===== config.mk =====
export PLATFORM = sky130hd
export DESIGN_NAME = cpwm_channel
export DESIGN_NICKNAME = d
export VERILOG_FILES = /design/src/rtl/cpwm_pkg.sv /design/src/rtl/cpwm_counter.sv /design/src/rtl/cpwm_ref.sv /design/src/rtl/cpwm_deadtime.sv /design/src/rtl/cpwm_channel.sv
export SDC_FILE = /design/constraint.sdc
export NUM_CORES = 1
export LEC_CHECK = 0
export BUFFER_PORTS_ARGS = -buffer_cell sky130_fd_sc_hd__buf_4
export CAP_MARGIN = 20
export CORE_ASPECT_RATIO = 0.9
export CORE_MARGIN = 5
export CORE_UTILIZATION = 30
export DETAILED_ROUTE_END_ITERATION = 8
export PLACE_DENSITY = 0.5
export SYNTH_ARGS = -nofsm -noshare
export SYNTH_HDL_FRONTEND = slang
export SYNTH_SLANG_ARGS = --single-unit

===== constraint.sdc =====
create_clock -name clk_i -period 6.7 [get_ports clk_i]
set_clock_uncertainty 0.1 [all_clocks]
set_input_delay 0.335 -clock clk_i [delete_from_list [all_inputs] [get_ports clk_i]]
set_output_delay 0.335 -clock clk_i [all_outputs]
set_load 0.05 [all_outputs]

===== src/rtl/cpwm_pkg.sv =====
package cpwm_pkg;
  typedef enum logic [1:0] {
    MODE_FROZEN = 2'd0,
    MODE_PWM1   = 2'd1,
    MODE_PWM2   = 2'd2
  } oc_mode_e;

  localparam logic [1:0] ADDR_PERIOD  = 2'd0;
  localparam logic [1:0] ADDR_COMPARE = 2'd1;
  localparam logic [1:0] ADDR_CTRL    = 2'd2;
  localparam logic [1:0] ADDR_DEAD    = 2'd3;
endpackage


===== src/rtl/cpwm_counter.sv =====
module cpwm_counter #(
  parameter int CNT_W = 16
) (
  input  logic             clk_i,
  input  logic             rst_ni,
  input  logic             cen_i,
  input  logic [CNT_W-1:0] per_pre_i,
  input  logic [CNT_W-1:0] cmp_pre_i,
  output logic [CNT_W-1:0] cnt_o,
  output logic [CNT_W-1:0] cmp_act_o,
  output logic             upd_o
);
  logic [CNT_W-1:0] cnt_q, per_act_q, cmp_act_q;
  logic             dir_up_q, upd_q, at_turn;

  assign at_turn = dir_up_q ? (cnt_q == per_act_q) : (cnt_q == '0);

  always_ff @(posedge clk_i or negedge rst_ni) begin
    if (!rst_ni) begin
      cnt_q     <= '0;
      per_act_q <= '0;
      cmp_act_q <= '0;
      dir_up_q  <= 1'b1;
      upd_q     <= 1'b0;
    end else begin
      upd_q <= cen_i && at_turn;
      if (cen_i) begin
        if (at_turn) begin
          per_act_q <= per_pre_i;
          cmp_act_q <= cmp_pre_i;
          if (dir_up_q) begin
            dir_up_q <= 1'b0;
            cnt_q    <= (cnt_q == '0) ? '0 : cnt_q - 1'b1;
          end else begin
            dir_up_q <= 1'b1;
            cnt_q    <= (per_pre_i == '0) ? '0 : CNT_W'(1);
          end
        end else if (dir_up_q) begin
          cnt_q <= cnt_q + 1'b1;
        end else begin
          cnt_q <= cnt_q - 1'b1;
        end
      end
    end
  end

  assign cnt_o     = cnt_q;
  assign cmp_act_o = cmp_act_q;
  assign upd_o     = upd_q;

  assert_up_range_R1: assert property (@(posedge clk_i) disable iff (!rst_ni)
    dir_up_q |-> cnt_q <= per_act_q);
  assert_upd_turn_R1: assert property (@(posedge clk_i) disable iff (!rst_ni)
    upd_q |-> ($past(cnt_q) == '0 || $past(cnt_q) == $past(per_act_q)));
  assert_preload_R5: assert property (@(posedge clk_i) disable iff (!rst_ni)
    !upd_q |-> ($stable(per_act_q) && $stable(cmp_act_q)));
  assert_stall_R9: assert property (@(posedge clk_i) disable iff (!rst_ni)
    !cen_i |=> ($stable(cnt_q) && !upd_q));
endmodule


===== src/rtl/cpwm_ref.sv =====
module cpwm_ref
  import cpwm_pkg::*;
#(
  parameter int CNT_W = 16
) (
  input  logic             clk_i,
  input  logic             rst_ni,
  input  oc_mode_e         mode_i,
  input  logic [CNT_W-1:0] cnt_i,
  input  logic [CNT_W-1:0] cmp_i,
  output logic             ref_o
);
  logic     cmp_res, cmp_prev_q, ref_q;
  oc_mode_e mode_prev_q;

  assign cmp_res = (cnt_i < cmp_i);

  always_ff @(posedge clk_i or negedge rst_ni) begin
    if (!rst_ni) begin
      cmp_prev_q  <= 1'b0;
      mode_prev_q <= MODE_FROZEN;
      ref_q       <= 1'b0;
    end else begin
      cmp_prev_q  <= cmp_res;
      mode_prev_q <= mode_i;
      if (mode_i != MODE_FROZEN &&
          (mode_prev_q == MODE_FROZEN || cmp_res != cmp_prev_q)) begin
        ref_q <= (mode_i == MODE_PWM1) ? cmp_res : !cmp_res;
      end
    end
  end

  assign ref_o = ref_q;

  assert_frozen_hold_R4: assert property (@(posedge clk_i) disable iff (!rst_ni)
    (mode_i == MODE_FROZEN) |=> $stable(ref_q));
  assert_direct_switch_R3: assert property (@(posedge clk_i) disable iff (!rst_ni)
    (mode_i != MODE_FROZEN && mode_prev_q != MODE_FROZEN && mode_i != mode_prev_q
     && cmp_res == cmp_prev_q) |=> $stable(ref_q));
  assert_pwm1_track_R2: assert property (@(posedge clk_i) disable iff (!rst_ni)
    (mode_i == MODE_PWM1 && cmp_res != cmp_prev_q) |=> (ref_q == $past(cmp_res)));
endmodule


===== src/rtl/cpwm_deadtime.sv =====
module cpwm_deadtime #(
  parameter int DT_W = 8
) (
  input  logic            clk_i,
  input  logic            rst_ni,
  input  logic            ref_i,
  input  logic [DT_W-1:0] dt_i,
  output logic            ch_o,
  output logic            chn_o
);
  logic            ref_d_q, busy;
  logic [DT_W-1:0] dt_cnt_q;

  always_ff @(posedge clk_i or negedge rst_ni) begin
    if (!rst_ni) begin
      ref_d_q  <= 1'b0;
      dt_cnt_q <= '0;
    end else begin
      ref_d_q <= ref_i;
      if (ref_i != ref_d_q)    dt_cnt_q <= dt_i;
      else if (dt_cnt_q != '0) dt_cnt_q <= dt_cnt_q - 1'b1;
    end
  end

  // edge cycle plus DT counted cycles keep both sides off
  assign busy  = (ref_i != ref_d_q) || (dt_cnt_q != '0);
  assign ch_o  = ref_i && !busy;
  assign chn_o = !ref_i && !busy;

  assert_gap_ch_R6: assert property (@(posedge clk_i) disable iff (!rst_ni)
    $rose(ch_o) |-> $past(!chn_o));
  assert_gap_chn_R6: assert property (@(posedge clk_i) disable iff (!rst_ni)
    $rose(chn_o) |-> $past(!ch_o));
endmodule


===== src/rtl/cpwm_channel.sv =====
module cpwm_channel
  import cpwm_pkg::*;
#(
  parameter int CNT_W = 16,
  parameter int DT_W  = 8
) (
  input  logic             clk_i,
  input  logic             rst_ni,
  input  logic             cen_i,
  input  logic             wr_en_i,
  input  logic [1:0]       wr_addr_i,
  input  logic [CNT_W-1:0] wr_data_i,
  output logic             ch_o,
  output logic             chn_o,
  output logic             upd_o
);
  logic [CNT_W-1:0] per_pre_q, cmp_pre_q, cnt, cmp_act;
  logic [DT_W-1:0]  dt_q;
  oc_mode_e         mode_q;
  logic             pol_ch_q, pol_chn_q, ref_lvl, ch_raw, chn_raw;

  always_ff @(posedge clk_i or negedge rst_ni) begin
    if (!rst_ni) begin
      per_pre_q <= '0;
      cmp_pre_q <= '0;
      dt_q      <= '0;
      mode_q    <= MODE_FROZEN;
      pol_ch_q  <= 1'b0;
      pol_chn_q <= 1'b0;
    end else if (wr_en_i) begin
      unique case (wr_addr_i)
        ADDR_PERIOD:  per_pre_q <= wr_data_i;
        ADDR_COMPARE: cmp_pre_q <= wr_data_i;
        ADDR_CTRL: begin
          mode_q    <= (wr_data_i[1:0] == 2'd3) ? MODE_FROZEN : oc_mode_e'(wr_data_i[1:0]);
          pol_ch_q  <= wr_data_i[2];
          pol_chn_q <= wr_data_i[3];
        end
        default:      dt_q <= wr_data_i[DT_W-1:0];
      endcase
    end
  end

  cpwm_counter #(.CNT_W(CNT_W)) u_counter (
    .clk_i, .rst_ni, .cen_i,
    .per_pre_i (per_pre_q),
    .cmp_pre_i (cmp_pre_q),
    .cnt_o     (cnt),
    .cmp_act_o (cmp_act),
    .upd_o     (upd_o)
  );

  cpwm_ref #(.CNT_W(CNT_W)) u_ref (
    .clk_i, .rst_ni,
    .mode_i (mode_q),
    .cnt_i  (cnt),
    .cmp_i  (cmp_act),
    .ref_o  (ref_lvl)
  );

  cpwm_deadtime #(.DT_W(DT_W)) u_dead (
    .clk_i, .rst_ni,
    .ref_i (ref_lvl),
    .dt_i  (dt_q),
    .ch_o  (ch_raw),
    .chn_o (chn_raw)
  );

  assign ch_o  = ch_raw ^ pol_ch_q;
  assign chn_o = chn_raw ^ pol_chn_q;

  assert_pol_R8: assert property (@(posedge clk_i) disable iff (!rst_ni)
    (!pol_ch_q && !pol_chn_q) |-> !(ch_o && chn_o));
endmodule


# Word level (Yosys, flattened, before mapping)
# Cells that the tools add are included.
# totals
out_inout_bits	3
word_cells	63
input_bits	22
register_bits	107
# classes
mux	11
magnitude_cmp	1
n_bitwise	3
addsub	3
reduce_logical	22
n_eq_ne	7
# ops
op	n
16-bit two-way mux	4
16-bit logical NOT	2
16-bit by 1-bit adder with 16-bit output, second input constant	1
16-bit equality test	1
16-bit < comparator	1
8-bit two-way mux	2
16-bit by 1-bit subtractor with 16-bit output, second input constant	1
2-bit AND reduction	5
8-bit nonzero test	1
8-bit by 1-bit subtractor with 8-bit output, second input constant	1
2-bit by 1-bit equality test with 1-bit output, second input constant	2
2-bit equality test, second input constant	2
1-bit logical AND	4
2-bit logical NOT	2
1-bit two-way mux	4
2-bit nonzero test	2
1-bit logical NOT	3
3-bit OR reduction	1
1-bit logical OR	2
2-bit two-way mux	1
1-bit inequality test	2
1-bit bitwise XOR	2
1-bit NOT	1

# Depth between registers and ports, before layout
# Gate-level depths: netlist of run 1.
# logic_depth
ltp_word	5
ltp_mapped	10
ltp_nobuf	8

# Cells and area by module
# From an unflattened synthesis of run 1, not the netlist that was laid out.
# unflattened
hier_cells	524
hier_area_um2	5918.2
# modules_own_cells
mod	area_per_inst_um2	n_inst	cells_each
cpwm_counter	3130.5	1	301
cpwm_channel	1691.6	1	98
cpwm_deadtime	550.5	1	55
cpwm_ref	545.5	1	70

# Least setup slack after synthesis of run 1
# Ideal clock, no wire load.
# synth_path
path_kind	reg-to-output
from	reg u_dead.dt_cnt_q[0]
to	out chn_o
required_time_ns	6.265
n_path_buf	0
arrival_time_ns	2.807
stages_incl_launch_ff	8
slack_ns	3.458
cell_sequence	dfrtp_1 inv_1 ha_1 or3b_2 or3_1 nor3_2 nor3b_1 xor2_1
# synth_via
elab_chain_cells	5
# synth_rtl
element	line_no	rtl
start, declared	cpwm_deadtime.sv:12	logic [DT_W-1:0] dt_cnt_q;
start signal, assigned	cpwm_deadtime.sv:20	if (ref_i != ref_d_q) dt_cnt_q <= dt_i;
start signal, assigned	cpwm_deadtime.sv:21	else if (dt_cnt_q != '0) dt_cnt_q <= dt_cnt_q - 1'b1;
8-bit nonzero test	cpwm_deadtime.sv:26	assign busy = (ref_i != ref_d_q) || (dt_cnt_q != '0);
1-bit logical OR	cpwm_deadtime.sv:26	
1-bit logical NOT	cpwm_deadtime.sv:28	assign chn_o = !ref_i && !busy;
1-bit logical AND	cpwm_deadtime.sv:28	
1-bit bitwise XOR	cpwm_channel.sv:70	assign chn_o = chn_raw ^ pol_chn_q;
end, declared	cpwm_channel.sv:14	output logic chn_o,
# Every way passes these cells.

# Final worst setup path of run 1
# Same ends and word-level chain as after synthesis.

==> results of run 1 <==
## worst max-delay path by stage
| stage | endpoint | slack, ps | cells past startpoint |
|---|---|---|---|
| floorplan | chn_o | 3460 | 7 |
| global placement | chn_o | 3710 | 8 |
| detailed placement | chn_o | 3640 | 8 |
| CTS | chn_o | 3220 | 8 |
| global route | chn_o | 3000 | 8 |
| finish | chn_o | 3240 | 8 |
## flip-flops by register name (all words and copies together) (netlist names), 8 cells and up
| register | flops |
|---|---|
| u_counter.per_act_q | 16 |
| dt_q | 8 |
| per_pre_q | 16 |
| u_counter.cmp_act_o | 16 |
| cmp_pre_q | 16 |
| u_dead.dt_cnt_q | 8 |
| u_counter.cnt_o | 16 |
## routing by layer
metal | wire, microns | vias to the layer above | track usage [%] | share of wire [%]
li1 | - | 1836 | - | -
met1 | 6270 | 1951 | 17.3 | 50
met2 | 5610 | 90 | 17.8 | 45
met3 | 418 | 16 | 2.04 | 3.3
met4 | 207 | 0 | 4.23 | 1.7
met5 | 0 | - | 0 | 0
## cell usage in the layout, fill, tap and decap left out, types with 3 or more instances in the layout
| master | Yosys | routed |
|---|---|---|
| nor3_1 | 13 | 13 |
| nor4_1 | 6 | 6 |
| o31ai_1 | 3 | 3 |
| mux2_4 | 28 | 28 |
| clkbuf_16 | 0 | 9 |
| inv_1 | 29 | 29 |
| o21ai_0 | 19 | 19 |
| o2bb2ai_1 | 7 | 7 |
| mux2i_1 | 4 | 4 |
| dfrtp_1 | 106 | 106 |
| a21oi_1 | 25 | 25 |
| mux2_2 | 42 | 42 |
| nor3b_1 | 4 | 3 |
| o221ai_1 | 5 | 5 |
| a31oi_1 | 4 | 4 |
| nand2_1 | 24 | 24 |
| or3_1 | 4 | 4 |
| xor2_1 | 3 | 3 |
| nand3_1 | 15 | 15 |
| ha_1 | 19 | 19 |
| nand2b_1 | 9 | 9 |
| nand4_1 | 11 | 11 |
| a22oi_1 | 5 | 5 |
| buf_4 | 0 | 27 |
| mux2_1 | 4 | 4 |
| o21a_1 | 3 | 3 |
| xnor2_1 | 20 | 20 |
| nor2_1 | 13 | 13 |
## area by class of cell
type,count,area [sq um]
Tap cell,245,307
Clock inverter,5,58.8
Inverter,30,113
Clock buffer,11,253
Sequential cell,107,2680
Timing Repair Buffer,28,213
Multi-Input combinational cell,334,2750
Fill cell,1849,12200
## worst max-delay path: stages, from the launching register on
cell	delay (ps)
dfrtp_1	390
inv_1	90
ha_1	180
or3b_2	470
or3_1	390
nor3_2	470
nor3b_1	300
xor2_1	170
buf_4	210
## kinds of logic after synthesis
group           Yosys count
flops                   107
xor+xnor                 23
fa+ha+maj                19
mux                      78
compound gates           94
simple gates            120
buf+inv                  58
## stage by stage
step | std cells | utilization (%) | cell area (sq um) | setup WS, ps | hold slack (ps)
detailed placement | 743 | 32.6 | 6050 | 3640 | 323
global placement | 743 | 32.6 | 6050 | 3710 | 327
floorplan | 499 | - | 5680 | 3460 | -60.6
CTS | 760 | 34.4 | 6370 | 3220 | 112
finish | 760 | 34.4 | 6370 | 3240 | 126
global route | 760 | 34.4 | 6370 | 3000 | 119
## timing repair
item	CTS	global route
hold buffers	1	0
resized for setup	0	0
endpoints found under the hold margin	54	0
## report_power, final
group / total [uW] / switching, uW / internal [uW]
Sequential: 950 / 174 / 776
Combinational: 589 / 314 / 276
Clock: 554 / 243 / 311
Total: 2090 / 730 / 1360
## cell usage after synthesis, types with 2 or more instances
master / instances
nor4_1: 6
nand2_1: 24
mux2_4: 28
xor2_1: 3
or3_1: 4
o2bb2ai_1: 7
mux2i_1: 4
buf_2: 4
nand4_1: 11
nor3_1: 13
o311ai_0: 2
inv_1: 29
o31ai_1: 3
a31oi_1: 4
nor3b_1: 4
o211ai_1: 2
ha_1: 19
dfrtp_1: 106
xnor2_1: 20
o21a_1: 3
nor2_1: 13
a311oi_1: 2
a21oi_1: 25
mux2_2: 42
clkbuf_1: 18
o221ai_1: 5
nand2b_1: 9
o21ai_0: 19
o22ai_1: 2
nand3_1: 15
nor2b_1: 2
a22oi_1: 5
buf_6: 6
nand3b_1: 2
mux2_1: 4
nor3_2: 2
a21o_1: 2
and3_1: 2
==> results by group, run 1 <==
Run status
  – Outcome: finished clean

Logic synthesis
  – Post-synthesis sequential area ratio: 47.2%
  – Net Count, Synth: 540
  – Largest family of logic cells by synthesized area: multiplexers
  – Post-Synth Simple-Gate Area: 12.0%
  – Post-synth EDFFs: 0
  – Cell variety after synth: 66
  – Post-Syn Instances: 499
  – Multiplexer share of the synthesized area: approximately 17%
  – Share of the synthesized area in the top cell type: 46.7%
  – Synth Area in Compound Gates: 11.2%
  – Dominant synthesized flop cell: dfrtp_1
  – Async S/R FF share, synth: 100%
  – Xor/xnor share of the synthesized area: 3.55%
  – Post-synthesis cell area: 5680 sq um
  – Synth top area cells: dfrtp_1 (47%), mux2_2 (8.3%), mux2_4 (7.4%), ha_1 (4.2%), xnor2_1 (3.1%)
  – FF+latch count, synth: ~110
  – Post-synthesis adder-cell area fraction: 4.19%
  – Yosys warns: 0
  – Area leader, netlist: dfrtp_1
  – Synthesized area per cell: 11.4 sq um

Power
  – PD cells: 329 nW/um^2
  – Total power draw: 2090 uW
  – Worst vdd rail ir drop: ~0.13 mV
  – Leakage power: 0.00274 uW

STA
  – Unrepaired setup endpoints after global routing: no
  – Final setup violating endpoints: 0
  – Minimum clock period after layout: roughly 3500 ps
  – Slew Viols, Final: 0
  – Final Hold Fails: 0
  – Setup_tns: 0 ps
  – Slew headroom: approximately a third
  – Worst-Margin Slew: 992 ps
  – Tcrit/Tclk final: 51.7%
  – Fmax: 289 MHz

Clock network
  – Clock sink total: 107
  – Clock buffer count from CTS: 9
  – CTS H-tree lvls: 3
  – Clk buf depth: 2
  – Setup Fix Bufs, Post-CTS: 0
  – Clock Latency Late Sink: 350 ps
  – Reg clk slew, reported paths: roughly 70 ps
  – CTS tree: done
  – Root Driver: clkbuf_16

Global routing
  – All-Layer GR Usage: 11.9%
  – First-pass GRT wire length: 21.0 mm
  – Initial antenna violation count: 0
  – Largest net degree at the start of global routing: 56
  – Grt total ovfl: 0
  – Vias in the first global route: a little under 4000

Drt
  – DR vias/cell: between 5 and 6
  – Drt first-iter violations: roughly 280
  – Post-route ant nets: 0
  – Total Wirelength: 12.5 mm
  – Mean routed wirelength per cell: 16.4 microns
  – # DRC: 0
  – Vias: 3893
  – Drt pass-1 iters: 5

Worst hold path
  – Hold path startpoint: wr_data_i[13]
  – Worst Hold Class: input port to register
  – WHS Endpoint: cmp_pre_q[13]
  – WHS Path Cells: 2

Placement
  – RePlAce Congestion: 0.902
  – HPWL Detailed: 8.89 mm
  – Port Buf Inserts: 24

Critical path
  – FF-to-FF Start: u_counter.cnt_o[5]
  – CP Launch Point: u_dead.dt_cnt_q[0]
  – Critical path launch point type: register
  – Critical setup path kind: register to output port
  – Worst R2R Path Depth: 6
  – FF-to-FF setup slack: 3710 ps
  – RR Endpoint: u_counter.per_act_q[9]
  – Worst endpoint required time: ~6300 ps
  – Max Fanout on Critical Path: 9
  – Arr. time, crit path: between 3000 and 4000 ps
  – CP endpoint kind: output port

Floorplan
  – Die Height: around 140 microns
  – Die ar.: roughly 22000 sq um
  – Core area: between 15000 and 20000 sq um
  – Die W: roughly 160 microns
  – Initial Utilization: 30.7%
  – FP Rows: 47
  – Io pins: 25

Finish
  – Area growth syn-to-layout: 12.1%
  – Layout cells sized above 1: ~25%
  – Nets: 551
  – Number of diodes: 0

Run
  – Max Cap Viol: 0
(Power assumes the default switching activity.)
==> run 2: changes to the inputs <==
- PLACE_DENSITY: 0.5 -> 0.51
- clock period: 6.7 -> 2.9 ns (I/O delays scaled with it)
==> results by group, run 2 (synthesis gave the netlist of run 1 again) <==
Worst hold path
  – Worst Hold Class: input port to register
  – WHS Endpoint: u_counter.cnt_o[12]
  – Hold path startpoint: cen_i
  – WHS Path Cells: 3 (+1)

Global routing
  – Routing usage on met2: 19.8% (+2.0 points)
  – Grt total ovfl: 0 (unchanged)
  – GR Util met3: 2.65% (+0.62 points)
  – Initial antenna violation count: 0 (unchanged)
  – First-pass GRT wire length: 21.7 mm (+3.5%)
  – Vias in the first global route: 4112 (+4.9%)
  – All-Layer GR Usage: 12.5% (+0.63 points)
  – Largest net degree at the start of global routing: 61 (+8.9%)
  – Met1 usage: 17.5% (+0.18 points)
  – GRT busiest layer: met2

Critical path
  – Top Family by Delay on Critical Path: simple AND/OR/NAND/NOR gates
  – Largest stage delay, worst path: 400 ps (-70 ps)
  – CP endpoint kind: output port
  – FF-to-FF Start: u_counter.cnt_o[4]
  – CP cell instances: inv_1, ha_4, or3b_4, or3_4, nor3_4, buf_6, nand3_2, xnor2_2, buf_6
  – Arr. time, crit path: 2500 ps (-530 ps)
  – Worst R2R Path Depth: 6 (unchanged)
  – CP bufs+invs: 3 (+1)
  – FF-to-FF setup slack: 220 ps (-3490 ps)
  – RR Endpoint: u_counter.cnt_o[11]
  – Most used cell, CP: buf_6
  – Slowest stage cell, crit path: dfrtp_1
  – Critical setup path kind: register to output port
  – Max Fanout on Critical Path: 3 (-6)
  – Critical path launch point type: register
  – Worst endpoint required time: 2650 ps (-3610 ps)

Run status
  – Outcome: finished clean

Drt
  – Post-route ant nets: 0 (unchanged)
  – Drt pass-1 iters: 4 (-1)
  – Vias: 3902 (+0.23%)
  – Mean routed wirelength per cell: 16.5 microns (+0.33%)
  – Drt first-iter violations: 184 (-35%)
  – # DRC: 0 (unchanged)
  – DR vias/cell: 4.91 (-4.1%)
  – Total Wirelength: 13.1 mm (+4.8%)

STA
  – Minimum clock period after layout: 2740 ps
  – Tcrit/Tclk final: approximately 95%
  – Slew Viols, Final: 0 (unchanged)
  – Fmax: 365 MHz
  – Final setup violating endpoints: 0 (unchanged)
  – Worst-Margin Slew: 925 ps (-67.0 ps)
  – Setup_tns: 0 ps (unchanged)
  – Final Hold Fails: 0 (unchanged)
  – Slew headroom: 38.1% (+4.5 points)
  – Unrepaired setup endpoints after global routing: no
  – Fin worst setup slack: 158 ps (-3080 ps)

Floorplan
  – Io pins: 25 (unchanged)
  – Core area: 18500 sq um (unchanged)
  – Die ar.: 21800 sq um (unchanged)
  – Initial Utilization: 30.7% (unchanged)
  – Die W: 155 microns (unchanged)
  – FP Rows: 47 (unchanged)
  – Die Height: 141 microns (unchanged)

Clock network
  – Clock Latency Late Sink: 360 ps (about the same)
  – CTS H-tree lvls: 3 (unchanged)
  – Clk buf depth: 2 (unchanged)
  – Clock buffer count from CTS: 9 (unchanged)
  – Clock sink total: 107 (unchanged)
  – Reg clk slew, reported paths: 80 ps (about the same)
  – CTS tree: done
  – Root Driver: clkbuf_16

Power
  – PD cells: 746 nW/um^2 (+130%)
  – Worst vdd rail ir drop: 0.341 mV (+160%)
  – Total power draw: 5030 uW (+140%)
  – Leakage power: 0.00292 uW (+6.6%)

Placement
  – HPWL Detailed: 9.61 mm (+8.1%)
  – RePlAce Congestion: 0.890 (-1.2%)
  – Pre-CTS setup slack: 229 ps (-3410 ps)
  – Port Buf Inserts: 24 (unchanged)

Finish
  – Most frequent cells in the layout: dfrtp_1 (106), mux2_2 (42), buf_4 (40)
  – Most common cell after layout, fill and taps aside: dfrtp_1
  – Nets: 585 (+6.2%)
  – Area growth syn-to-layout: 18.7%
  – Post-route core utilization: 36.4% (+2.0 points)
  – Number of diodes: 0 (unchanged)
  – Layout cells sized above 1: 27.7% (+3.0 points)

Run
  – Max Cap Viol: 0 (unchanged)
==> run 2: how the worst max path moves through the flow <==
stage | endpoint | slack (ps) | cells past startpoint | start
6_report | ch_o | 160 | 9 | u_dead.dt_cnt_q[1]
5_1_grt | ch_o | 20 | 9 | u_dead.dt_cnt_q[1]
4_1_cts | chn_o | 70 | 8 | u_dead.dt_cnt_q[0]
3_5_place_dp | chn_o | 230 | 8 | u_dead.dt_cnt_q[0]
3_3_place_gp | chn_o | 300 | 8 | u_dead.dt_cnt_q[0]
2_1_floorplan | chn_o | 30 | 7 | u_dead.dt_cnt_q[0]
==> run 2: per-stage QoR <==
step / std cells / area, sq um / hold slack (ps)
floorplan: 499 / 5700 / -251
global placement: 759 / 6210 / 95.2
detailed placement: 759 / 6210 / 108
CTS: 794 / 6730 / 99.3
global route: 794 / 6740 / 122
finish: 794 / 6740 / 114
==> run 2: routing by layer <==
metal / vias up / wire, microns
met1: 1934 / 6260
met4: 0 / 176
met2: 59 / 6030
met5: - / 0
li1: 1895 / -
met3: 14 / 642
==> run 2: layout make-up <==
class                      instances  area (sq um)
fill                            1805         11800
multi-input combinational        334          2800
sequential                       107          2680
timing repair buffer              62           544
tap                              245           307
clock buffer                      10           239
inverter                          30           113
clock inverter                     6          58.8
==> run 2: timing repair <==
action                     in CTS  in global routing
setup buffers                   2                  0
hold endpoints to repair       91                  0
pin swaps                       3                  2
setup endpoints to repair       2                  2
resized for setup              10                  2
hold buffers                   17                  0
==> run 2: report_power, final <==
group | total, uW | switching [uW] | internal (uW)
combinational | 1670 | 876 | 790
sequential | 2140 | 345 | 1790
clock | 1230 | 601 | 625
total | 5030 | 1820 | 3210
==> run 2: tightest hold or removal path, cell delays in order <==
cell and delay (ps):
buf_4 220, nand2b_1 110, o2bb2ai_1 60
